--- src/rtl/sdram_cmd_frontend.sv ---
module sdram_cmd_frontend #(
  parameter int ROW_W  = 11,
  parameter int COL_W  = 8,
  parameter int AP_BIT = 10
) (
  input  logic             clk,
  input  logic             rst_n,
  input  logic             cke,
  input  logic             cs_n,
  input  logic             ras_n,
  input  logic             cas_n,
  input  logic             we_n,
  input  logic             ba,
  input  logic [ROW_W-1:0] addr,
  output logic             act_o,
  output logic             rd_o,
  output logic             wr_o,
  output logic             pre_o,
  output logic             ref_o,
  output logic             mrs_o,
  output logic             illegal_o,
  output logic             bank_o,
  output logic [ROW_W-1:0] row_o,
  output logic [COL_W-1:0] col_o,
  output logic [1:0]       open_o,
  output logic             suspend_o,
  output logic             pdown_o
);

  logic       cke_q;
  logic [2:0] cmd;
  logic       act_c, rd_c, wr_c, pre_c, ref_c, mrs_c;
  logic       hit, ill, go;
  logic [1:0] open_nx;

  assign cmd   = {ras_n, cas_n, we_n};
  assign act_c = !cs_n && cmd == 3'b011;
  assign rd_c  = !cs_n && cmd == 3'b101;
  assign wr_c  = !cs_n && cmd == 3'b100;
  assign pre_c = !cs_n && cmd == 3'b010;
  assign ref_c = !cs_n && cmd == 3'b001;
  assign mrs_c = !cs_n && cmd == 3'b000;
  assign hit   = open_o[ba];
  assign ill   = ((rd_c || wr_c) && !hit) || (act_c && hit);
  assign go    = cke || cke_q;

  always_comb begin
    open_nx = open_o;
    if (pre_c) begin
      if (addr[AP_BIT]) open_nx = '0;
      else              open_nx[ba] = 1'b0;
    end
    if (act_c && !hit) open_nx[ba] = 1'b1;
  end

  always_ff @(posedge clk or negedge rst_n) begin
    if (!rst_n) begin
      cke_q     <= 1'b1;
      act_o     <= 1'b0;
      rd_o      <= 1'b0;
      wr_o      <= 1'b0;
      pre_o     <= 1'b0;
      ref_o     <= 1'b0;
      mrs_o     <= 1'b0;
      illegal_o <= 1'b0;
      bank_o    <= 1'b0;
      row_o     <= '0;
      col_o     <= '0;
      open_o    <= '0;
      suspend_o <= 1'b0;
      pdown_o   <= 1'b0;
    end else begin
      cke_q <= cke;
      if (go) begin
        act_o     <= act_c && !ill;
        rd_o      <= rd_c && !ill;
        wr_o      <= wr_c && !ill;
        pre_o     <= pre_c;
        ref_o     <= ref_c;
        mrs_o     <= mrs_c;
        illegal_o <= ill;
        open_o    <= open_nx;
        if (!ill && (act_c || rd_c || wr_c || pre_c || mrs_c)) bank_o <= ba;
        if (act_c && !ill) row_o <= addr;
        if ((rd_c || wr_c) && !ill) col_o <= addr[COL_W-1:0];
      end
      if (cke) begin
        suspend_o <= 1'b0;
        pdown_o   <= 1'b0;
      end else if (cke_q) begin
        suspend_o <= open_nx != '0;
        pdown_o   <= open_nx == '0;
      end
    end
  end


  one_strobe_chk: assert property (@(posedge clk) disable iff (!rst_n)
    $onehot0({act_o, rd_o, wr_o, pre_o, ref_o, mrs_o, illegal_o}));


  illegal_keeps_banks_chk: assert property (@(posedge clk) disable iff (!rst_n)
    illegal_o |-> $stable(open_o));


  frozen_state_chk: assert property (@(posedge clk) disable iff (!rst_n)
    (!cke && !cke_q) |=> ($stable(open_o) && $stable(row_o) && $stable(col_o)
                          && $stable(bank_o) && $stable(suspend_o) && $stable(pdown_o)));


  lowpower_exclusive_chk: assert property (@(posedge clk) disable iff (!rst_n)
    !(suspend_o && pdown_o));


  pdown_idle_chk: assert property (@(posedge clk) disable iff (!rst_n)
    pdown_o |-> open_o == 2'b00);


  wake_clears_chk: assert property (@(posedge clk) disable iff (!rst_n)
    cke |=> (!suspend_o && !pdown_o));

endmodule

--- config.mk ---
export PLATFORM = sky130hd
export DESIGN_NAME = sdram_cmd_frontend
export DESIGN_NICKNAME = d
export VERILOG_FILES = /design/src/rtl/sdram_cmd_frontend.sv
export SDC_FILE = /design/constraint.sdc
export NUM_CORES = 1
export LEC_CHECK = 0
export ABC_AREA = 1
export BUFFER_PORTS_ARGS = -buffer_cell sky130_fd_sc_hd__buf_2
export CAP_MARGIN = 20
export CORE_MARGIN = 3
export CORE_UTILIZATION = 48
export DETAILED_ROUTE_END_ITERATION = 8
export PLACE_DENSITY = 0.85
export SYNTH_ARGS = -nofsm -noshare
export SYNTH_HDL_FRONTEND = slang
export SYNTH_SLANG_ARGS = --single-unit
--- constraint.sdc ---
create_clock -name clk -period 1.4 [get_ports clk]
set_input_delay 0.21 -clock clk [delete_from_list [all_inputs] [get_ports clk]]
set_output_delay 0.21 -clock clk [all_outputs]
set_load 0.005 [all_outputs]
==> reports/metrics.yaml <==
logic_synthesis:
  ys_warn_count: 0
  synth.avg_cell_area_um2: 9.35
  ys_seq_area_share_pct: 57.6
  synth_nets: 168
  synth_cell_types: 22
  netlist_area_mm2: 0.00139
  syn_inst: 149
  synth-seq-cells: 32
job:
  drv_cap: 0
placement:
  port-buffer-count: 49
  dp_hpwl_um: 2270
  place_congestion: 0.839
  placed_area_mm2: 0.00166
cells_and_area:
  nets: 226
  area_delta_synth_final_pct: 27.9
  reg_top3: "row_o: 11 flops, col_o: 8 flops, open_o: 2 flops"
  post-route-util_pct: 68.2
  drive_gt1_share_pct: 40.4
  antenna-diode-count: 0
  top_register: "row_o"
  fin_area_mm2: 0.00178
  fillers: 241
  final_common_cell: "buf_2"
  largest_reg_flops: 11
  final_cell_mix: "49 x buf_2, 40 x nand2_1, 31 x dfrtp_1, 16 x inv_1, 11 x o21ai_1"
routing:
  drcViolationCount: 0
  wl_per_cell_um: 13.0
  post_drt_via_cell_ratio: 5.13
  drtIter0Drc: 37
  drtAntennaViolNets: 0
  drt-pass1-iter-count: 4
  routed_wl_um: 3090
  dr_total_vias: 1221
global_routing:
  grt-ovfl-total: 0
  grt_max_degree: 33
  grt_pass1_vias: 1210
  grt_usage_pct: 19.6
  grt_antenna_before_repair: 0
  grt_pass1_wl_um: 5130
timing:
  max_freq_ghz: 0.768
  clock_skew_ns: 0.00683
  setup_viol: 0
  slew_violations: 0
  worst_pin_slew_ns: 0.674
  slew_headroom_pct: 55.1
  rsz0062_at_grt: "true"
  fin_crit_sh_pct: 93.0
  layout_min_cycle_time_ns: 1.30
  hold_viol: 0
  hold_slack_ns: 0.0976
  tns_ns: 0
min_path:
  hold_path.class: "input port to flop"
power_and_ir_drop:
  p_comb_share_pct: 26.7
  power.total_mw: 2.42
  vdd_ir_drop_max_v: 0.00111
  pwr-share-seq_pct: 51.3
  p_int_mw: 1.63
  p_sw_share_pct: 32.8
  pwr-share-clk_pct: 22.0
  switchingPower_mw: 0.794
  power.leakage_nw: 0.981
  powerDensity_mw_per_mm2: 1360
die:
  dieWidth_um: 59.9
  row_count: 18
  core_area_mm2: 0.00261
  ioPinCount: 50
  start_util_pct: 53.3
  die_area_mm2: 0.00358
  dieHeight_um: 59.9
clocking:
  cts_buffers: 5
  cts.sinks: 32
  htree_num_levels: 2
  clock-root-buffer: "clkbuf_4"
  cts.clk_slew.worst_paths_ns: 0.11
  cts_tree: "done"
  clockBufferDepth: 2
  clk_latency_ns: 0.33
worst_setup_path:
  endpoint_kind: "flop"
  ff2ff_setup_slack_ns: 0.1
  required_ns: 1.68
  worstSetupStartpointType: "flop"
  worstSetupPathType: "flop to flop"
  path_max_fanout: 16
  cp.arrival_ns: 1.58
run_status:
  outcome: "completed"
critical path: stages (launching register included):
cell and delay, ns:
dfstp_2 0.53, or2_1 0.15, buf_6 0.16, inv_2 0.13, nor2_2 0.13, nand3_1 0.08
nand2_1 0.07
Yosys cell counts, drive strengths merged:
library cell   n  share of area, %
dfrtp         31                56
buf            5               2.2
clkinv         1              0.27
o21ai         26                12
nand3          7               4.1
nor2           8               2.7
nand3b         1              0.54
inv           17               4.6
a21oi          4               1.4
dfstp          1               1.9
or2            1              0.45
nand2         44                13
o31ai          1              0.54
nand4          2              0.90
path summary, 6_finish.rpt:
path | startpoint | cells after the start | to
worst max register to register | cke_q | 6 | pdown_o
worst max-delay path | cke_q | 6 | pdown_o
worst min register to register | col_o[2] | 2 | col_o[2]
worst min-delay path | addr[8] | 3 | row_o[8]
max in group asynchronous | rst_n | 2 | open_o[1]
min in group asynchronous | rst_n | 2 | col_o[2]
power groups by stage:
stage	Clock (mW)	Combinational [mW]	Sequential [mW]
final	0.533	0.646	1.24
after global routing	0.606	0.730	1.27
after CTS	0.555	0.631	1.25
after detailed placement	0	0.615	1.26
after global placement	0	0.592	1.25
after floorplan	0	0.288	1.27
cells by family (layout without fill, tap and decap cells):
logic type	count (synthesis)	in the layout	synth area share (%)
AOI/OAI and AO/OA	31	31	14.0
DFF	32	32	57.6
buffers and inverters	23	81	7.10
and+or+nand+nor	63	64	21.3
per-layer routing:
metal | GRT usage [%] | vias to the layer above | routed length (um)
met3 | 6.05 | 9 | 282
met5 | 0 | - | 0
met1 | 23.4 | 564 | 1260
met2 | 31.6 | 54 | 1490
li1 | - | 594 | -
met4 | 9.81 | 0 | 63
cell type report:
cell class                 count  area (um2)  area share (%)
clock buffer                   5        37.5            2.11
clock inverter                 3        23.8            1.33
inverter                      18        67.6            3.79
multi-input combinational     95         514            28.9
sequential                    32         802            45.0
tap                           30        37.5            2.11
timing repair buffer          55         299            16.8
repair_timing:
item                                    CTS  global route
hold buffers                              2             0
endpoints found under the setup margin    8            16
buffers inserted                          0             2
hold endpoints to repair                 32             0
gates cloned                              1             0
gates resized for setup                   2             3
through the flow:
step / std cells / setup WS (ns)
after detailed placement: 225 / -0.0194
after global routing: 238 / -0.00951
after global placement: 225 / 0.0197
final: 238 / 0.0983
after floorplan: 149 / 0.148
after CTS: 236 / 0.0161
(Power assumes the default switching activity.)
